`src/rtl/uart_irq_pkg.sv`:
```
package uart_irq_pkg;

  typedef enum logic [2:0] {
    SRC_NONE = 3'b000,
    SRC_THRE = 3'b001,
    SRC_RDA  = 3'b010,
    SRC_LS   = 3'b011,
    SRC_CTO  = 3'b110
  } srcCode_e;

  typedef struct packed {
    logic setLs;
    logic clrLs;
    logic setThre;
    logic clrThre;
    logic clrIdle;
    logic tickIdle;
  } ctlStrobes_t;

endpackage

```
`src/rtl/uart_irq_ctrl.sv`:
```
module uart_irq_ctrl
  import uart_irq_pkg::*;
(
  input  logic        clk,
  input  logic        rstN,
  input  logic        rxErr,
  input  logic        lsrRead,
  input  logic        txEmpty,
  input  logic        thrWrite,
  input  logic        iirRead,
  input  logic        rxPush,
  input  logic        rxPop,
  input  logic        charTick,
  input  srcCode_e    reportedSrc,
  output ctlStrobes_t strobes
);

  logic txEmptyQ;

  // held high in reset so an already-empty stage raises nothing on release
  always_ff @(posedge clk or negedge rstN) begin
    if (!rstN) txEmptyQ <= 1'b1;
    else       txEmptyQ <= txEmpty;
  end

  always_comb begin
    strobes.setLs    = rxErr;
    strobes.clrLs    = lsrRead;
    strobes.setThre  = txEmpty && !txEmptyQ;
    strobes.clrThre  = thrWrite || (iirRead && reportedSrc == SRC_THRE);
    strobes.clrIdle  = rxPush || rxPop;
    strobes.tickIdle = charTick;
  end


  thre_edge_chk: assert property (@(posedge clk) disable iff (!rstN)
    strobes.setThre |-> $rose(txEmpty));

endmodule

```
`src/rtl/uart_irq_datapath.sv`:
```
module uart_irq_datapath
  import uart_irq_pkg::*;
#(
  parameter int LEVEL_W  = 5,
  parameter int TO_TICKS = 4
) (
  input  logic               clk,
  input  logic               rstN,
  input  ctlStrobes_t        strobes,
  input  logic [LEVEL_W-1:0] rxLevel,
  input  logic [1:0]         trigSel,
  input  logic [2:0]         irqEnable,
  output srcCode_e           reportedSrc,
  output logic [3:0]         intId
);

  localparam int CNT_W = $clog2(TO_TICKS + 1);
  localparam logic [CNT_W-1:0] CNT_FULL = CNT_W'(TO_TICKS);

  logic             lsPend;
  logic             threPend;
  logic [CNT_W-1:0] idleCnt;
  logic [LEVEL_W-1:0] trigLevel;
  logic             rdaCond;
  logic             ctoCond;
  logic             queueEmpty;

  assign queueEmpty = (rxLevel == '0);

  always_ff @(posedge clk or negedge rstN) begin
    if (!rstN) begin
      lsPend   <= 1'b0;
      threPend <= 1'b0;
      idleCnt  <= '0;
    end else begin
      if (strobes.setLs)        lsPend <= 1'b1;
      else if (strobes.clrLs)   lsPend <= 1'b0;

      if (strobes.clrThre)      threPend <= 1'b0;
      else if (strobes.setThre) threPend <= 1'b1;

      if (strobes.clrIdle || queueEmpty)
        idleCnt <= '0;
      else if (strobes.tickIdle && idleCnt != CNT_FULL)
        idleCnt <= idleCnt + 1'b1;
    end
  end

  always_comb begin
    case (trigSel)
      2'd0:    trigLevel = LEVEL_W'(1);
      2'd1:    trigLevel = LEVEL_W'(4);
      2'd2:    trigLevel = LEVEL_W'(8);
      default: trigLevel = LEVEL_W'(14);
    endcase
  end

  assign rdaCond = (rxLevel >= trigLevel);
  assign ctoCond = (idleCnt == CNT_FULL) && !queueEmpty;

  always_comb begin
    if (irqEnable[2] && lsPend)         reportedSrc = SRC_LS;
    else if (irqEnable[0] && rdaCond)   reportedSrc = SRC_RDA;
    else if (irqEnable[0] && ctoCond)   reportedSrc = SRC_CTO;
    else if (irqEnable[1] && threPend)  reportedSrc = SRC_THRE;
    else                                reportedSrc = SRC_NONE;
  end

  assign intId = {reportedSrc, reportedSrc == SRC_NONE};


  ls_clear_chk: assert property (@(posedge clk) disable iff (!rstN)
    (strobes.clrLs && !strobes.setLs) |=> !lsPend);


  ls_first_chk: assert property (@(posedge clk) disable iff (!rstN)
    strobes.setLs |=> (!irqEnable[2] || reportedSrc == SRC_LS));


  thre_clear_chk: assert property (@(posedge clk) disable iff (!rstN)
    strobes.clrThre |=> !threPend);


  cto_restart_chk: assert property (@(posedge clk) disable iff (!rstN)
    strobes.clrIdle |=> reportedSrc != SRC_CTO);


  cto_data_chk: assert property (@(posedge clk) disable iff (!rstN)
    reportedSrc == SRC_CTO |-> !queueEmpty);

endmodule

```
`src/rtl/uart_irq_ident.sv`:
```
module uart_irq_ident
  import uart_irq_pkg::*;
#(
  parameter int FIFO_DEPTH = 16,
  parameter int TO_TICKS   = 4,
  localparam int LEVEL_W   = $clog2(FIFO_DEPTH + 1)
) (
  input  logic               clk,
  input  logic               rstN,
  input  logic [2:0]         irqEnable,
  input  logic               rxErr,
  input  logic [LEVEL_W-1:0] rxLevel,
  input  logic [1:0]         trigSel,
  input  logic               charTick,
  input  logic               rxPush,
  input  logic               rxPop,
  input  logic               txEmpty,
  input  logic               lsrRead,
  input  logic               iirRead,
  input  logic               thrWrite,
  output logic [3:0]         intId,
  output logic               intPending,
  output logic               irq
);

  ctlStrobes_t strobes;
  srcCode_e    reportedSrc;

  uart_irq_ctrl ctrl (
    .clk         (clk),
    .rstN        (rstN),
    .rxErr       (rxErr),
    .lsrRead     (lsrRead),
    .txEmpty     (txEmpty),
    .thrWrite    (thrWrite),
    .iirRead     (iirRead),
    .rxPush      (rxPush),
    .rxPop       (rxPop),
    .charTick    (charTick),
    .reportedSrc (reportedSrc),
    .strobes     (strobes)
  );

  uart_irq_datapath #(
    .LEVEL_W  (LEVEL_W),
    .TO_TICKS (TO_TICKS)
  ) dp (
    .clk         (clk),
    .rstN        (rstN),
    .strobes     (strobes),
    .rxLevel     (rxLevel),
    .trigSel     (trigSel),
    .irqEnable   (irqEnable),
    .reportedSrc (reportedSrc),
    .intId       (intId)
  );

  assign intPending = !intId[0];
  assign irq        = !intId[0];


  gate_off_chk: assert property (@(posedge clk) disable iff (!rstN)
    (irqEnable == 3'b000) |-> !irq);

endmodule

```
`config.mk`:
```
export PLATFORM = sky130hd
export DESIGN_NAME = uart_irq_ident
export DESIGN_NICKNAME = d
export VERILOG_FILES = /design/src/rtl/uart_irq_pkg.sv /design/src/rtl/uart_irq_ctrl.sv /design/src/rtl/uart_irq_datapath.sv /design/src/rtl/uart_irq_ident.sv
export SDC_FILE = /design/constraint.sdc
export NUM_CORES = 1
export LEC_CHECK = 0
export BUFFER_PORTS_ARGS = -buffer_cell sky130_fd_sc_hd__buf_2
export CORE_MARGIN = 2
export CORE_UTILIZATION = 38
export CTS_CLUSTER_DIAMETER = 120
export DETAILED_ROUTE_END_ITERATION = 8
export GPL_TIMING_DRIVEN = 1
export PLACE_DENSITY = 0.78
export SLEW_MARGIN = 20
export SYNTH_ARGS = -nofsm -noshare
export SYNTH_HDL_FRONTEND = slang
export SYNTH_SLANG_ARGS = --single-unit
```
`constraint.sdc`:
```
create_clock -name clk -period 1.4 [get_ports clk]
set_input_delay 0.21 -clock clk [delete_from_list [all_inputs] [get_ports clk]]
set_output_delay 0.21 -clock clk [all_outputs]
set_load 0.03 [all_outputs]
```
==> metrics, run 1 <==
status finished with violations; failing checks negative setup slack; CP Capture Type output port; FF+latch count, synth 6; Critical Path AT 1.50 ns; worst-path fanout max 5; worst-margin pin slew 0.2618 ns; Psw 173.1 uW; maximum clock frequency 586.4 MHz; synth top area cells dfrtp_1 (25%), ha_1 (15%), dfstp_2 (5.3%); Main synth FF type dfrtp_1; WS Path Type in2out; DRC Markers 0; clock skew 0.003867 ns; area growth from synthesis to layout 75.82%; GRT Max-Usage Layer met2; Worst Setup Start Kind primary input; Die X 40.16 microns; die height 40.16 microns; sequential fraction of the synthesis area 0.3048; fin crit period 1.705 ns; vias in the first global route 483; register share of total power 0.325; Yosys top cell area share 0.2519; Reg clk slew, reported paths 0.04 ns; root buf cell clkbuf_4; # nets final 121; GRT Util Overall 0.1793; Max Slew Vio Count 0; Remaining Overflow, GRT 0; Initial Util 0.3966; total wire length 1341 microns; post-DR vias/cell 4.826; synthesized net count 78; Leak 0.0004450 uW; crit path setup slack, layout -0.3052 ns; antenna viol nets, final 0; Sw Share 0.3007; largest net degree at the start of global routing 7; Avg WL per Cell 12.30 microns; Final HPWL DP 953 microns; R2R setup slack 0.10 ns; routed vias 526; Worst-Skew Late Latency 0.24 ns; period utilisation layout 1.218; TritonCTS clock tree built; Fin Setup TNS -1.737 ns; Cell Area, Synth 496.7 sq um; logic gate share of total power 0.385; number of diodes 0; Routability Congestion 0.7256; global-route wire length before repair 1794 microns; synthesized area per cell 9.552 sq um; Yosys warning count 0; data required time at the worst endpoint 1.19 ns; synth unique cells 31; clk sinks 6; RSZ-0062 raised after global routing yes; Syn Inst Count 52; clock power share 0.290; met2 Use GR 0.3065; CTS Buf Count 3; final hold vios 0; Internal Power 402.4 uW; CTS HTree Levels 1; Power Density 658.9 nW/um^2; initial antenna violation count 0; Iter 0 DRT Violations 7; area leader, netlist dfrtp_1; Row Count 13; Synth async-reset ratio 1.000; drt first pass iters 4; Hold WS 0.07946 ns; Max IR drop VDD 0.0004607 V; layout cells sized above 1 0.5957; Max Cap Viol 0; EDFF count, synth 0; slew margin rel. 0.8251; Top Ports 26; Clock Path Buffers 2; PortBufs 25; Hold WC Path Type in2reg; die area 1612 sq um; Post-synth top cells ha_1 (6), inv_1 (6), dfrtp_1 (5); dpl ws -0.3682 ns; setup violators final 6; GR Util met1 0.1821; CORE AREA 1252 sq um; met3 track demand over resource 0.03889
==> repair_timing <==
action,4_1_cts,5_1_grt
hold buffers,1,0
buffers inserted,2,1
gates resized for setup,15,7
hold endpoints to repair,6,0
pin swaps,5,4
endpoints found under the setup margin,7,8
==> critical path, stage by stage <==
cell and delay [ns]:
buf_6 0.09, or4_4 0.54, o2111ai_4 0.26, and3b_2 0.25, buf_6 0.13
==> routing by layer <==
metal / up-vias / share of wire
met5: - / 0
met4: 0 / 0.014
met3: 2 / 0.047
met2: 16 / 0.52
met1: 232 / 0.42
li1: 276 / -
==> cells in the final DEF, fill, tap and decap left out, types with 2 or more instances in the layout <==
master,synthesis,layout
buf_4,1,13
a21oi_1,2,2
nand2_1,2,2
inv_1,6,4
dfrtp_1,5,5
ha_1,6,4
buf_6,0,7
clkbuf_4,0,3
inv_2,0,2
nor2_1,4,4
ha_4,0,2
buf_2,0,18
==> final timing paths <==
| kind | to | depth (start not counted) | from |
|---|---|---|---|
| max | intId[3] | 5 | rxLevel[2] |
| min | ctrl.txEmptyQ | 1 | txEmpty |
| max reg2reg | dp.threPend | 6 | dp.idleCnt[0] |
| max in group asynchronous | ctrl.txEmptyQ | 2 | rstN |
| min in group asynchronous | dp.idleCnt[0] | 2 | rstN |
| min reg2reg | dp.lsPend | 2 | dp.lsPend |
==> final cells by class <==
class                      count  area [sq um]
fill                          87         379.1
multi-input combinational     39         377.9
timing repair buffer          39         276.5
sequential                     6         151.4
clock buffer                   4         26.28
inverter                       6         22.52
tap                           15         18.77
==> cell families after synthesis <==
kind of cell,synth area share
XOR/XNOR,0.01764
AND/OR/NAND/NOR,0.2217
flip-flops,0.3048
adder cells (fa/ha/maj),0.1511
AO/OA/AOI/OAI,0.2242
multiplexers,0.02015
buffers and inverters,0.06046
==> sequential cells by signal (all words and copies together) (netlist names) <==
register	count
dp.lsPend	1
dp.idleCnt	3
ctrl.txEmptyQ	1
dp.threPend	1
==> power groups by stage <==
stage | Clock, uW | Combinational [uW] | Sequential [uW]
floorplan | 0 | 102 | 189
global placement | 0 | 173 | 189
detailed placement | 0 | 176 | 189
CTS | 176 | 206 | 187
global route | 180 | 238 | 188
finish | 167 | 221 | 187
==> stage by stage <==
stage                     power, uW  area, sq um    util  cells
after floorplan               291.1        519.2       -     52
after global placement        361.5        726.9  0.5804    101
after detailed placement      365.2        726.9  0.5804    101
after CTS                     568.5        835.8  0.6673    108
after global routing          605.9        873.3  0.6973    109
final                         575.5        873.3  0.6973    109
Note: power is estimated with default switching activity, not from simulation.
==> inputs of run 2 (changes only) <==
- RECOVER_POWER: unset -> 100
==> metrics, run 2 (synthesis results as in run 1) <==
Internal Power 400.0 uW (-0.60%); antenna viol nets, final 0 (unchanged); WS Path Type in2out; slew margin rel. 0.7406 (-0.08445); Hold WC Path Type in2reg; Remaining Overflow, GRT 0 (unchanged); layout cells sized above 1 0.5745 (-0.02128); Cell Chain, Critical Path buf_6 > or4_4 > o2111ai_4 > and3b_2 > buf_6; initial antenna violation count 0 (unchanged); Routability Congestion 0.7256 (unchanged); Avg WL per Cell 12.17 microns (-1.0%); worst-margin pin slew 0.3856 ns (+0.1238 ns); crit path setup slack, layout -0.3045 ns (+0.0006400 ns); status finished with violations; Max Cap Viol 0 (unchanged); CP max stage cell or4_4; global-route wire length before repair 1794 microns (unchanged); Top reg by flops dp.idleCnt; Leak 0.0004377 uW (-1.6%); clk sinks 6 (unchanged); TritonCTS clock tree built; CTS HTree Levels 1 (unchanged); clock power share 0.290 (about the same); Power Density 658.4 nW/um^2 (about the same); commonest non-fill, non-tap cell in the layout buf_2; cell mode on critical path buf_6; dpl ws -0.3682 ns (unchanged); GRT Util Overall 0.1793 (unchanged); Max Slew Vio Count 0 (unchanged); fin crit period 1.705 ns (-0.0006400 ns); cell family with most CP delay simple AND/OR/NAND/NOR gates; drt first pass iters 4 (unchanged); largest net degree at the start of global routing 7 (unchanged); CORE AREA 1252 sq um (unchanged); # nets final 121 (unchanged); routed vias 527 (+0.19%); RSZ-0062 raised after global routing yes; most frequent cells in the layout buf_2 (17), buf_4 (11), buf_6 (7), dfrtp_1 (5); CP bufs+invs 2 (unchanged); Die X 40.16 microns (unchanged); area growth from synthesis to layout 74.81%; Fin Setup TNS -1.734 ns (+0.003740 ns); DRC Markers 0 (unchanged); logic gate share of total power 0.383 (-0.002); data required time at the worst endpoint 1.19 ns (about the same); period utilisation layout 1.218 (about the same); root buf cell clkbuf_4; register share of total power 0.327 (+0.002); setup violators final 6 (unchanged); Critical Path AT 1.49 ns (about the same); die area 1612 sq um (unchanged); Worst path max stage delay 0.54 ns (about the same); Final HPWL DP 953 microns (unchanged); Row Count 13 (unchanged); failing checks negative setup slack; vias in the first global route 483 (unchanged); Clock Path Buffers 2 (unchanged); Sw Share 0.3004 (-0.0003368); Iter 0 DRT Violations 10 (+3); Psw 171.7 uW (-0.76%); CTS Buf Count 3 (unchanged); total wire length 1327 microns (-1.0%); Worst Setup Start Kind primary input; max reg flops 3 (unchanged); cell area after placement 726.9 sq um (unchanged); Max IR drop VDD 0.0004604 V (about the same); clock skew 0.004401 ns (+0.0005339 ns); Top Ports 26 (unchanged); PortBufs 25 (unchanged); number of diodes 0 (unchanged); die height 40.16 microns (unchanged); CP Capture Type output port; cell area after layout 868.3 sq um (-0.57%); Initial Util 0.3966 (unchanged); final hold vios 0 (unchanged); maximum clock frequency 586.7 MHz (about the same); total power 571.7 uW (-0.65%); Worst-Skew Late Latency 0.24 ns (about the same); Reg clk slew, reported paths 0.04 ns (about the same); worst-path fanout max 5 (unchanged); post-DR vias/cell 4.835 (+0.19%)
run 2: cell count changes in the layout (fill, tap and decap cells not counted):
cell / delta
a21boi_1: -1
buf_2: -1
clkbuf_4: +1
clkbuf_1: +2
a21boi_0: +1
buf_4: -2
run 2: timing repair:
item	in CTS	in global routing
resized for setup	15	7
endpoints found under the setup margin	7	8
hold buffers	1	0
pin swaps	5	4
hold endpoints to repair	6	0
setup buffers	2	1
run 2: worst paths after layout:
| path | startpoint | endpoint | slack, ns | cells past startpoint |
|---|---|---|---|---|
| worst max register to register | dp.idleCnt[0] | dp.idleCnt[1] | 0.09 | 5 |
| worst min register to register | dp.idleCnt[0] | dp.idleCnt[0] | 0.64 | 3 |
| worst max-delay path | rxLevel[2] | intId[3] | -0.30 | 5 |
| min in group asynchronous | rstN | dp.idleCnt[0] | 0.37 | 2 |
| worst min-delay path | txEmpty | ctrl.txEmptyQ | 0.08 | 1 |
| max in group asynchronous | rstN | ctrl.txEmptyQ | 0.75 | 2 |
run 2: cell type report:
| type | instances | area [sq um] |
|---|---|---|
| fillers | 90 | 384.1 |
| flip-flops and latches | 6 | 151.4 |
| multi-input cells | 39 | 377.9 |
| inverters | 6 | 22.52 |
| clock buffers | 4 | 26.28 |
| well taps | 15 | 18.77 |
| repair buffers | 39 | 271.5 |
run 2: power groups by stage:
stage / clock network, uW / logic (uW) / registers (uW)
final: 166 / 219 / 187
after global routing: 180 / 236 / 187
after CTS: 176 / 206 / 187
after detailed placement: 0 / 176 / 189
after global placement: 0 / 173 / 189
after floorplan: 0 / 102 / 189
run 2: layer usage:
metal | track usage | up-vias | share of wire
met1 | 0.1821 | 232 | 0.41
met2 | 0.3065 | 16 | 0.52
met4 | 0.1552 | 0 | 0.014
met5 | 0 | - | 0
met3 | 0.03889 | 2 | 0.047
li1 | - | 277 | -
run 2: stage by stage:
stage,instances,hold WS [ns],utilization
CTS,108,0.06973,0.6673
finish,109,0.08074,0.6933
global placement,101,0.03302,0.5804
global route,109,0.07303,0.6933
detailed placement,101,0.03353,0.5804
floorplan,52,-0.08559,-
run 2: worst reg2reg max path, stage by stage, from the launching register on:
cell and delay (ns):
dfrtp_1 0.34, inv_1 0.07, ha_4 0.17, a21boi_0 0.33
mux2i_1 0.23, nor2_1 0.06
